[config.mk]
export PLATFORM = sky130hd
export DESIGN_NAME = addr_guard
export DESIGN_NICKNAME = d
export VERILOG_FILES = /design/src/rtl/addr_guard_pkg.sv /design/src/rtl/ag_bound_bank.sv /design/src/rtl/ag_range_cmp.sv /design/src/rtl/ag_symptom.sv /design/src/rtl/addr_guard.sv
export SDC_FILE = /design/constraint.sdc
export NUM_CORES = 1
export LEC_CHECK = 0
export ABC_AREA = 1
export CORE_MARGIN = 2
export CORE_UTILIZATION = 51
export CTS_CLUSTER_DIAMETER = 80
export CTS_CLUSTER_SIZE = 16
export DETAILED_ROUTE_END_ITERATION = 7
export GPL_ROUTABILITY_DRIVEN = 0
export GPL_TIMING_DRIVEN = 0
export PLACE_DENSITY = 0.84
export SYNTH_ARGS = -nofsm -noshare
export SYNTH_HDL_FRONTEND = slang
export SYNTH_SLANG_ARGS = --single-unit
[constraint.sdc]
create_clock -name clk -period 2.05 [get_ports clk]
set_input_delay 0.41 -clock clk [delete_from_list [all_inputs] [get_ports clk]]
set_output_delay 0.41 -clock clk [all_outputs]
set_load 0.005 [all_outputs]
[src/rtl/addr_guard_pkg.sv]
package addr_guard_pkg;

    // Access kind as carried on req_is_store / sym_is_store
    typedef enum logic {
        ACC_LOAD  = 1'b0,
        ACC_STORE = 1'b1
    } acc_kind_e;

    // Widest address the window helper accepts
    localparam int unsigned AG_MAX_W = 64;

    // Captured violation descriptor (address carried separately)
    typedef struct packed {
        logic      valid;
        acc_kind_e kind;
    } sym_flags_t;

    // Half-open window test; an inverted or empty window matches nothing
    function automatic logic window_hit(
        input logic [AG_MAX_W-1:0] base,
        input logic [AG_MAX_W-1:0] limit,
        input logic [AG_MAX_W-1:0] addr
    );
        return (addr >= base) && (addr < limit);
    endfunction

endpackage

[src/rtl/ag_bound_bank.sv]
module ag_bound_bank
    import addr_guard_pkg::*;
#(
    parameter int unsigned ADDR_W      = 32,
    parameter int unsigned NUM_REGIONS = 3,
    parameter int unsigned IDX_W       = 2
) (
    input  logic                                clk,
    input  logic                                rst,
    input  logic                                cfg_wr,
    input  logic [IDX_W-1:0]                    cfg_idx,
    input  logic [ADDR_W-1:0]                   cfg_base,
    input  logic [ADDR_W-1:0]                   cfg_limit,
    input  logic                                cfg_on,
    input  logic                                glb_wr,
    input  logic                                glb_on,
    output logic [NUM_REGIONS-1:0][ADDR_W-1:0]  base_q,
    output logic [NUM_REGIONS-1:0][ADDR_W-1:0]  limit_q,
    output logic [NUM_REGIONS-1:0]              on_q,
    output logic                                glb_q
);

    // One register set per window; a pair is rewritten in a single edge
    for (genvar g = 0; g < NUM_REGIONS; g++) begin : g_win
        always_ff @(posedge clk) begin
            if (rst) begin
                base_q[g]  <= '0;
                limit_q[g] <= '0;
                on_q[g]    <= 1'b0;
            end else if (cfg_wr && (cfg_idx == IDX_W'(g))) begin
                base_q[g]  <= cfg_base;
                limit_q[g] <= cfg_limit;
                on_q[g]    <= cfg_on;
            end
        end
    end

    always_ff @(posedge clk) begin
        if (rst)
            glb_q <= 1'b0;
        else if (glb_wr)
            glb_q <= glb_on;
    end

endmodule

[src/rtl/ag_range_cmp.sv]
module ag_range_cmp
    import addr_guard_pkg::*;
#(
    parameter int unsigned ADDR_W      = 32,
    parameter int unsigned NUM_REGIONS = 3
) (
    input  logic [NUM_REGIONS-1:0][ADDR_W-1:0] base_q,
    input  logic [NUM_REGIONS-1:0][ADDR_W-1:0] limit_q,
    input  logic [NUM_REGIONS-1:0]             on_q,
    input  logic [ADDR_W-1:0]                  addr,
    output logic                               legal
);

    logic [NUM_REGIONS-1:0] hit;

    // All windows compared side by side in the request cycle
    for (genvar g = 0; g < NUM_REGIONS; g++) begin : g_cmp
        always_comb begin
            hit[g] = on_q[g] && window_hit(AG_MAX_W'(base_q[g]),
                                           AG_MAX_W'(limit_q[g]),
                                           AG_MAX_W'(addr));
        end
    end

    assign legal = |hit;

endmodule

[src/rtl/ag_symptom.sv]
module ag_symptom
    import addr_guard_pkg::*;
#(
    parameter int unsigned ADDR_W = 32
) (
    input  logic              clk,
    input  logic              rst,
    input  logic              req_valid,
    input  logic [ADDR_W-1:0] req_addr,
    input  logic              req_is_store,
    input  logic              legal,
    input  logic              glb_q,
    input  logic              stk_clr,
    output logic              sym_pulse,
    output logic [ADDR_W-1:0] sym_addr,
    output logic              sym_is_store,
    output logic              stk_valid,
    output logic [ADDR_W-1:0] stk_addr,
    output logic              stk_is_store
);

    logic       violation;
    sym_flags_t now_f, pulse_f, stk_f;

    assign violation = req_valid && glb_q && !legal;

    always_comb begin
        now_f.valid = violation;
        now_f.kind  = req_is_store ? ACC_STORE : ACC_LOAD;
    end

    // Single-cycle symptom pulse
    always_ff @(posedge clk) begin
        if (rst) begin
            pulse_f  <= '{valid: 1'b0, kind: ACC_LOAD};
            sym_addr <= '0;
        end else begin
            pulse_f <= now_f;
            if (violation)
                sym_addr <= req_addr;
        end
    end

    // Sticky record: first violation wins; a clear reopens it, and a
    // violation arriving with the clear is captured at once
    always_ff @(posedge clk) begin
        if (rst) begin
            stk_f    <= '{valid: 1'b0, kind: ACC_LOAD};
            stk_addr <= '0;
        end else if (violation && (stk_clr || !stk_f.valid)) begin
            stk_f    <= now_f;
            stk_addr <= req_addr;
        end else if (stk_clr) begin
            stk_f.valid <= 1'b0;
        end
    end

    assign sym_pulse    = pulse_f.valid;
    assign sym_is_store = (pulse_f.kind == ACC_STORE);
    assign stk_valid    = stk_f.valid;
    assign stk_is_store = (stk_f.kind == ACC_STORE);

endmodule

[src/rtl/addr_guard.sv]
module addr_guard
    import addr_guard_pkg::*;
#(
    parameter int unsigned ADDR_W      = 32,
    parameter int unsigned NUM_REGIONS = 3,
    localparam int unsigned IDX_W      = (NUM_REGIONS > 1) ? $clog2(NUM_REGIONS) : 1
) (
    input  logic              clk,
    input  logic              rst,
    input  logic              cfg_wr,
    input  logic [IDX_W-1:0]  cfg_idx,
    input  logic [ADDR_W-1:0] cfg_base,
    input  logic [ADDR_W-1:0] cfg_limit,
    input  logic              cfg_on,
    input  logic              glb_wr,
    input  logic              glb_on,
    input  logic              req_valid,
    input  logic [ADDR_W-1:0] req_addr,
    input  logic              req_is_store,
    input  logic              stk_clr,
    output logic              sym_pulse,
    output logic [ADDR_W-1:0] sym_addr,
    output logic              sym_is_store,
    output logic              stk_valid,
    output logic [ADDR_W-1:0] stk_addr,
    output logic              stk_is_store
);

    logic [NUM_REGIONS-1:0][ADDR_W-1:0] base_q;
    logic [NUM_REGIONS-1:0][ADDR_W-1:0] limit_q;
    logic [NUM_REGIONS-1:0]             on_q;
    logic                               glb_q;
    logic                               legal;

    ag_bound_bank #(
        .ADDR_W(ADDR_W), .NUM_REGIONS(NUM_REGIONS), .IDX_W(IDX_W)
    ) u_bank (
        .clk(clk), .rst(rst),
        .cfg_wr(cfg_wr), .cfg_idx(cfg_idx), .cfg_base(cfg_base),
        .cfg_limit(cfg_limit), .cfg_on(cfg_on),
        .glb_wr(glb_wr), .glb_on(glb_on),
        .base_q(base_q), .limit_q(limit_q), .on_q(on_q), .glb_q(glb_q)
    );

    ag_range_cmp #(
        .ADDR_W(ADDR_W), .NUM_REGIONS(NUM_REGIONS)
    ) u_cmp (
        .base_q(base_q), .limit_q(limit_q), .on_q(on_q),
        .addr(req_addr), .legal(legal)
    );

    ag_symptom #(
        .ADDR_W(ADDR_W)
    ) u_sym (
        .clk(clk), .rst(rst),
        .req_valid(req_valid), .req_addr(req_addr), .req_is_store(req_is_store),
        .legal(legal), .glb_q(glb_q), .stk_clr(stk_clr),
        .sym_pulse(sym_pulse), .sym_addr(sym_addr), .sym_is_store(sym_is_store),
        .stk_valid(stk_valid), .stk_addr(stk_addr), .stk_is_store(stk_is_store)
    );

endmodule

==> metrics.md, run 1 <==
| Metric | Value |
|---|---|
| Status | complete, but fails checks |
| Failing checks | setup timing |
| Compound-cell area share of the yosys netlist | 19.3% |
| First-pass DRT Iterations | 6 |
| Clk sinks | 264 |
| Utilization after layout | 67.4% |
| Seq/Total Area, Yosys | 37.6% |
| Simple-Gate Fraction of Synth Area | 14.6% |
| Number of global-route vias before repair | 13900 |
| Top post-synthesis cells by count | 334 x inv_1, 270 x a21oi_1, 264 x dfxtp_1 |
| Post-Synthesis Cell Area | 14100 um2 |
| Non-filler cells, final | 2461 |
| Routed wire length | 46200 um |
| Final WS setup | -369 ps |
| Die Width | 170 um |
| Worst min path class | input port to flip-flop |
| DRT iter0 DRCs | 1507 |
| Net Count, Synth | 2192 |
| Register area | 5310 um2 |
| CTS tree | done |
| Crit-path max cell delay | 460 ps |
| Post-Route Skew | 28.5 ps |
| Worst-path clk slew | 70 ps |
| Crit path cell chain | clkdlybuf4s15_2 -> ha_4 -> a21o_1 -> nor2_4 -> nand2_2 -> nor2_1 -> nand2_1 -> nand2_2 -> nand2_2 -> nand3_2 -> nand2_4 -> nor2_8 -> nand3_4 -> buf_6 -> nand2_4 -> inv_2 -> nor2_1 |
| ANT cells | 0 |
| Xor/xnor share of the synthesized area | 0% |
| Antenna violations before repair | 0 |
| Finish-stage setup viols | 67 |
| Placed cell count | 2411 |
| CP endpoint kind | flip-flop |
| Leading cell types by total area after synthesis | dfxtp_1 38%, ha_1 17%, a21oi_1 9.6% |
| First-pass GRT wire length | 67900 um |
| Multiplexer share of the synthesized area | 0% |
| Max Used Layer | met4 |
| Area of the multi-input gates | 8170 um2 |
| Critical path launch point type | input port |
| CP arrival | 2890 ps |
| Fill count | 2024 |
| Remaining global-route overflow | 0 |
| Initial Util | 52.0% |
| M1 WL | 17600 um |
| Post-synthesis cell type with the largest combined area | dfxtp_1 |
| Port bufs | 174 |
| Met2 wire length | 21800 um |
| Async set or reset register ratio after synthesis | 0% |
| CTS Buffer Depth | 3 |
| Routed wl met3 | 3950 um |
| Root Buffer | clkbuf_16 |
| Die Span Y | 170 um |
| Placement Setup Slack | -1350 ps |
| Warnings from Yosys | 0 |
| CTS Hold Buffers Added | 0 |
| Critical path required time | 2520 ps |
| CP bufs+invs | 3 |
| Count of antenna-violating nets left after detailed routing | 0 |
| Total negative slack | -20680 ps |
| Largest net degree at the start of global routing | 17 |
| Row cnt | 60 |
| Layout cells sized above 1 | 15.8% |
| Crit-path slowest cell | clkdlybuf4s15_2 |
| Vias/cell | 5.85 |
| Synth cell types | 35 |
| Pleak | 7.50 nW |
| Slew @ Worst Pin | 652 ps |
| H-tree Lvls | 1 |
| Cell family with most CP delay | simple AND/OR/NAND/NOR gates |
| RSZ-0062 raised after global routing | yes |
| Total I/O pin count | 175 |
| VDD IR max | 0.469 mV |
| Syn_area_per_cell | 7.41 um2 |
| Top cell type's share of synthesized area | 37.6% |
| Main combinational cell family by area after synthesis | compound AO/OA/AOI/OAI gates |
| Endpoints failing hold | 0 |
| Post-synth EDFFs | 0 |
| DP HPWL | 31800 um |
| Synth Flop Type | dfxtp_1 |
| Num CTS Buffers | 20 |
| Fmax | 0.413 GHz |
| Setup CP Type | input port to flip-flop |
| Number of max-cap violations | 0 |
| Count leader, synth | inv_1 |
| Power Dens Cells | 654 nW/um2 |
| Clock latency on the worst-skew pair | 530 ps |
| Routed len/inst | 18.8 um |
| Final Max Slew Viols | 0 |
| #FFs+latches synth | 264 |
| Global Route Usage Sum | 29.6% |
| Crit path time final | 2420 ps |
| Final critical-path share of the clock period | 118% |
| Peak fanout along the critical path | 8 |
| Synthesized-area fraction occupied by adder cells | 16.8% |
| Cells after synthesis | 1896 |
| Slew HR | 56.6% |
| DR vias | 14400 |
| Most frequent CP cell | nand2_2 |
| Std-Cell Core Area | 27000 um2 |
| Die area | 28900 um2 |
| Final nets | 2416 |
| Number of remaining DRC errors | 0 |
| Layout Area Growth over Synthesis | 29.6% |
==> sequential cells by signal, indices dropped and copies added (netlist names) <==
signal              cells
u_bank.base_q          96
u_bank.limit_q         96
u_sym.stk_addr         32
u_sym.sym_addr         32
u_bank.on_q             3
u_bank.glb_q            1
u_sym.stk_is_store      1
u_sym.stk_valid         1
u_sym.sym_is_store      1
u_sym.sym_pulse         1
==> placed cells by master (no fill, tap or decap), drive strengths merged <==
cell type / Yosys / final
inv: 336 / 337
a21oi: 270 / 270
dfxtp: 264 / 264
o21ai: 251 / 251
nand2: 239 / 239
ha: 189 / 189
nor2: 158 / 158
clkdlybuf4s50: 0 / 142
clkbuf: 74 / 99
nand4: 43 / 43
buf: 14 / 39
clkdlybuf4s15: 0 / 28
nand3: 27 / 28
nor3: 8 / 8
o21a: 4 / 4
nor4: 4 / 4
a21o: 3 / 3
o21bai: 2 / 2
a211oi: 2 / 2
clkinv: 1 / 2
nor4b: 1 / 1
and3: 1 / 1
nand3b: 1 / 1
nor3b: 1 / 1
o211ai: 1 / 1
a31o: 1 / 1
a41oi: 1 / 1
dlygate4sd2: 0 / 1
==> stage by stage <==
stage / cell area, um2 / hold slack [ps] / total power, W
global placement: 16200 / 442 / 0.00771
global route: 18200 / 331 / 0.0124
CTS: 17700 / 328 / 0.0116
floorplan: 14100 / 424 / 0.00688
detailed placement: 16200 / 446 / 0.00784
finish: 18200 / 332 / 0.0119
==> kinds of logic (layout without fill, tap and decap cells) <==
| family | count (synthesis) | count (layout) |
|---|---|---|
| AOI/OAI and AO/OA | 535 | 535 |
| buffers and inverters | 425 | 648 |
| and+or+nand+nor | 483 | 484 |
| DFF | 264 | 264 |
| adders and majority gates | 189 | 189 |
==> layer usage <==
| metal | global-route usage, % | vias up |
|---|---|---|
| li1 | - | 6633 |
| met1 | 34.5 | 6681 |
| met2 | 52.4 | 810 |
| met3 | 4.74 | 261 |
| met4 | 15.1 | 0 |
| met5 | 0 | - |
==> worst paths after layout <==
kind | from | endpoint | slack, ps | cells after the start
max | req_addr[15] | u_sym.stk_addr[22]$_SDFFE_PP0P_ | -370 | 17
min | req_addr[0] | u_sym.sym_addr[0]$_SDFFE_PP0P_ | 330 | 3
max reg2reg | u_bank.base_q[41]$_SDFFE_PP0P_ | u_sym.stk_addr[22]$_SDFFE_PP0P_ | -360 | 20
min reg2reg | u_bank.limit_q[48]$_SDFFE_PP0P_ | u_bank.limit_q[48]$_SDFFE_PP0P_ | 460 | 2
==> repair_timing <==
item | in CTS | in global routing
gates cloned | 4 | 2
resized for setup | 267 | 163
endpoints found under the setup margin | 117 | 119
buffers inserted | 20 | 5
pin swaps | 35 | 26
==> where the power goes <==
part | leakage, nW | switching [W] | total [W] | internal, W
logic | 5.07 | 0.00158 | 0.00273 | 0.00116
registers | 2.17 | 0.000118 | 0.00553 | 0.00541
clock network | 0.258 | 0.00189 | 0.00364 | 0.00175
total | 7.50 | 0.00359 | 0.0119 | 0.00832
==> layout make-up <==
class / instances / area share (%)
well taps: 341 / 2.34
plain buffers: 87 / 2.59
clock buffers: 20 / 2.75
clock inverters: 2 / 0.137
repair buffers: 202 / 11.2
inverters: 337 / 6.99
multi-input cells: 1208 / 44.8
flip-flops and latches: 264 / 29.1
==> worst min-delay path: cells and delay by family <==
family,cells,cell delay [ps]
AO/OA/AOI/OAI,1,80
AND/OR/NAND/NOR,1,70
buffers and inverters,1,270
No activity file was read; power rests on OpenSTA's default activity.
==> run 2: changes to the inputs <==
--- a/config.mk
+++ b/config.mk
@@ -5,8 +5,8 @@
 export SDC_FILE = /design/constraint.sdc
 export NUM_CORES = 1
 export LEC_CHECK = 0
-export ABC_AREA = 1
-export CORE_MARGIN = 2
+export ABC_AREA = 0
+export CORE_MARGIN = 1
 export CORE_UTILIZATION = 51
 export CTS_CLUSTER_DIAMETER = 80
 export CTS_CLUSTER_SIZE = 16
==> constraint.sdc (replaced) <==
create_clock -name clk -period 2.05 [get_ports clk]
set_input_delay 0.3075 -clock clk [delete_from_list [all_inputs] [get_ports clk]]
set_output_delay 0.3075 -clock clk [all_outputs]
set_load 0.005 [all_outputs]
==> run 2 against run 1 <==
Net effect: the run still ends with setup timing left; clock power is essentially flat; final cell count fell by 4.2%; die area down 1.5%; critical endpoint is now u_sym.sym_addr[28]$_SDFFE_PP0P_; largest cell class unchanged.
==> metrics.md, run 2 <==
| Metric | Value |
|---|---|
| Synth cell types | 53 (was 35) |
| Worst-case reg-to-reg path depth | 12 (was 20) |
| Vias/cell | 5.65 (was 5.85) |
| Utilization after layout | 64.6% (was 67.4%) |
| DP HPWL | 31600 um (was 31800 um) |
| CTS Hold Buffers Added | 0 (unchanged) |
| FF-to-FF Start | u_bank.limit_q[41]$_SDFFE_PP0P_ (was u_bank.base_q[41]$_SDFFE_PP0P_) |
| Std-Cell Core Area | 27100 um2 (was 27000 um2) |
| CTS tree | done (unchanged) |
| Setup CP Type | input port to flip-flop (unchanged) |
| Critical path launch point type | input port (unchanged) |
| Critical path required time | 2470 ps (was 2520 ps) |
| VDD IR max | 0.503 mV (was 0.469 mV) |
| Status | complete, but fails checks (unchanged) |
| Peak fanout along the critical path | 7 (was 8) |
| Die area | 28500 um2 (was 28900 um2) |
| CP arrival | 3420 ps (was 2890 ps) |
| Clk sinks | 264 (unchanged) |
| WHS Endpoint | u_sym.stk_addr[5]$_SDFFE_PP0P_ (was u_sym.sym_addr[0]$_SDFFE_PP0P_) |
| Slew @ Worst Pin | 747 ps (was 652 ps) |
| Number of remaining DRC errors | 0 (unchanged) |
| Area of the multi-input gates | 8120 um2 (was 8170 um2) |
| Largest net degree at the start of global routing | 17 (unchanged) |
| #FFs+latches synth | 264 (unchanged) |
| Finish-stage setup viols | 67 (unchanged) |
| Syn_area_per_cell | 7.99 um2 (was 7.41 um2) |
| Most common cell after layout, fill and taps aside | nand2_1 (was inv_1) |
| Routed len/inst | 18.3 um (was 18.8 um) |
| Crit-path slowest cell | dlygate4sd2_1 (was clkdlybuf4s15_2) |
| Post-Route Skew | 14.0 ps (was 28.5 ps) |
| Synth Flop Type | dfxtp_1 (unchanged) |
| Hold wc startpoint | req_addr[5] (was req_addr[0]) |
| Met1 Resource Use GR | 36.5% (was 34.5%) |
| CP endpoint kind | flip-flop (unchanged) |
| Final critical-path share of the clock period | 146% (was 118%) |
| Net Count, Synth | 2070 (was 2192) |
| Top post-synthesis cells by count | 430 x nand2_1, 264 x dfxtp_1, 259 x a21oi_1 (was 334 x inv_1, 270 x a21oi_1, 264 x dfxtp_1) |
| Post-synthesis cell type with the largest combined area | dfxtp_1 (unchanged) |
| Global Route Usage Sum | 29.8% (was 29.6%) |
| CTS Buffer Depth | 3 (unchanged) |
| Crit-path max cell delay | 620 ps (was 460 ps) |
| Post-Synthesis Cell Area | 14200 um2 (was 14100 um2) |
| Total power | 0.0111 W (was 0.0119 W) |
| Final WS setup | -948 ps (was -369 ps) |
| Final nets | 2281 (was 2416) |
| Crit path cell chain | dlygate4sd2_1 -> ha_4 -> a21oi_2 -> o21ai_1 -> or4_4 -> and3_4 -> o32a_1 -> and2_4 -> buf_6 -> buf_12 -> buf_12 -> mux2i_2 (was clkdlybuf4s15_2 -> ha_4 -> a21o_1 -> nor2_4 -> nand2_2 -> nor2_1 -> nand2_1 -> nand2_2 -> nand2_2 -> nand3_2 -> nand2_4 -> nor2_8 -> nand3_4 -> buf_6 -> nand2_4 -> inv_2 -> nor2_1) |
| Count of antenna-violating nets left after detailed routing | 0 (unchanged) |
| DRT iter0 DRCs | 1290 (was 1507) |
| Endpoints failing hold | 0 (unchanged) |
| ANT cells | 0 (unchanged) |
| Total I/O pin count | 175 (unchanged) |
| First-pass DRT Iterations | 8 (was 6) |
| Worst-path clk slew | 70 ps (about the same) |
| Placed Area | 16400 um2 (was 16200 um2) |
| Cells after synthesis | 1774 (was 1896) |
| Seq/Total Area, Yosys | 37.3% (was 37.6%) |
| Final Max Slew Viols | 0 (unchanged) |
| Number of global-route vias before repair | 12900 (was 13900) |
| H-tree Lvls | 1 (unchanged) |
| CP bufs+invs | 4 (was 3) |
| Die Width | 169 um (was 170 um) |
| Total negative slack | -53970 ps (was -20680 ps) |
| Post-synth EDFFs | 0 (unchanged) |
| Worst min path class | input port to flip-flop (unchanged) |
| Async set or reset register ratio after synthesis | 0% (unchanged) |
| Most frequent CP cell | buf_12 (was nand2_2) |
| Fill count | 2159 (was 2024) |
| Root Buffer | clkbuf_16 (unchanged) |
| Layout Area Growth over Synthesis | 23.5% (was 29.6%) |
| Leading cell types by total area after synthesis | dfxtp_1 37%, ha_1 17%, nand2_1 11% (was dfxtp_1 38%, ha_1 17%, a21oi_1 9.6%) |
| Warnings from Yosys | 0 (unchanged) |
| Flop2flop setup slack | -920 ps (was -360 ps) |
| Antenna violations before repair | 1 (was 0) |
| Die Span Y | 169 um (was 170 um) |
| GR Layer Usage met3 | 4.07% (was 4.74%) |
| Register area | 5290 um2 (was 5310 um2) |
| Remaining global-route overflow | 0 (unchanged) |
| Min-Delay Path Depth | 3 (unchanged) |
| Row cnt | 60 (unchanged) |
| First-pass GRT wire length | 66700 um (was 67900 um) |
| Layout cells sized above 1 | 5.99% (was 15.8%) |
| Num CTS Buffers | 20 (unchanged) |
| Failing checks | setup timing (unchanged) |
| Clock latency on the worst-skew pair | 510 ps (was 530 ps) |
| Final instance area | 17500 um2 (was 18200 um2) |
| Crit path time final | 3000 ps (was 2420 ps) |
| GRT busiest layer | met2 (unchanged) |
| Power Dens Cells | 633 nW/um2 (was 654 nW/um2) |
| Number of max-cap violations | 0 (unchanged) |
| Slew HR | 50.2% (was 56.6%) |
| DR vias | 13300 (was 14400) |
| Port bufs | 173 (was 174) |
| Top flop regs | u_bank.base_q: 96 flops, u_bank.limit_q: 96 flops (unchanged) |
| Count leader, synth | nand2_1 (was inv_1) |
| Most frequent cells in the layout | 430 x nand2_1, 257 x dfxtp_1, 251 x a21oi_1 (was 298 x inv_1, 250 x a21oi_1, 248 x dfxtp_1) |
| Top cell type's share of synthesized area | 37.3% (was 37.6%) |
| Initial Util | 52.3% (was 52.0%) |
| Pleak | 6.52 nW (was 7.50 nW) |
| GRT met2 Usage | 50.8% (was 52.4%) |
| Routed wire length | 43200 um (was 46200 um) |
| Reg-to-Reg End | u_sym.sym_addr[28]$_SDFFE_PP0P_ (was u_sym.stk_addr[22]$_SDFFE_PP0P_) |
| Cell family with most CP delay | buffers and inverters (was simple AND/OR/NAND/NOR gates) |
| RSZ-0062 raised after global routing | yes (unchanged) |
| Fmax | 0.334 GHz (was 0.413 GHz) |
| Placement Setup Slack | -1820 ps (was -1350 ps) |
==> run 2: cell count changes after synthesis, sizes merged, moves of 65 or more <==
cell	change
inv	-145
mux2i	+65
nor2	-134
nand2b	+102
o21ai	-221
nand2	+191
==> run 2: cells by family (layout without fill, tap and decap cells) <==
| group | count (synthesis) | count (layout) | synth area share, % |
|---|---|---|---|
| buffers and inverters | 274 | 485 | 7.84 |
| muxes | 66 | 66 | 4.67 |
| adders and majority gates | 189 | 189 | 16.7 |
| and+or+nand+nor | 632 | 632 | 19.9 |
| AOI/OAI and AO/OA | 349 | 349 | 13.6 |
| DFF | 264 | 264 | 37.3 |
==> run 2: worst max-delay path by stage <==
stage	start	end	slack, ps	cells after the start
6_report	req_addr[11]	u_sym.sym_addr[28]$_SDFFE_PP0P_	-950	12
2_1_floorplan	u_bank.limit_q[33]$_SDFFE_PP0P_	u_sym.stk_is_store$_SDFFE_PP0P_	-500	10
3_5_place_dp	req_addr[5]	u_sym.stk_addr[8]$_SDFFE_PP0P_	-1820	12
5_1_grt	u_bank.limit_q[65]$_SDFFE_PP0P_	u_sym.sym_addr[28]$_SDFFE_PP0P_	-970	12
3_3_place_gp	req_addr[13]	u_sym.stk_addr[9]$_SDFFE_PP0P_	-1780	11
4_1_cts	u_bank.base_q[32]$_SDFFE_PP0P_	u_sym.sym_addr[28]$_SDFFE_PP0P_	-800	12
==> run 2: worst reg2reg max path, cell delays in order (launching register included) <==
cell and delay (ps):
dfxtp_1 330, inv_1 50, ha_1 300, a21oi_2 170
o21ai_1 90, or4_4 580, and3_4 200, o32a_1 360
and2_4 220, buf_6 150, buf_12 120, buf_12 130
mux2i_2 210
==> run 2: area by class of cell <==
class	count	share of cell area, %
clock buffer	21	3.00
timing repair buffer	193	11.4
buffer	79	2.17
clock inverter	1	0.0500
inverter	191	4.10
sequential	264	30.2
tap	372	2.66
multi-input combinational	1236	46.4
==> run 2: routing by layer <==
metal  up-vias  part of all wire, %
met3       168                  8.6
li1       6299                    -
met4         2                  5.6
met1      6225                   39
met2       629                   47
met5         -                0.028
==> run 2: timing repair <==
| item | 4_1_cts | 5_1_grt |
|---|---|---|
| buffers inserted | 15 | 2 |
| pin swaps | 4 | 16 |
| endpoints found under the setup margin | 81 | 121 |
| gates resized for setup | 99 | 48 |
| gates cloned | 4 | 1 |
==> run 2: metrics by stage <==
step	cells	hold WS, ps
finish	2357	297
global placement	2319	440
global route	2357	316
floorplan	1774	435
CTS	2359	379
detailed placement	2319	447
==> run 2: report_power, final <==
part	internal [W]	switching [W]
combinational	0.000885	0.00112
clock	0.00182	0.00184
sequential	0.00531	0.0000981
total	0.00801	0.00306
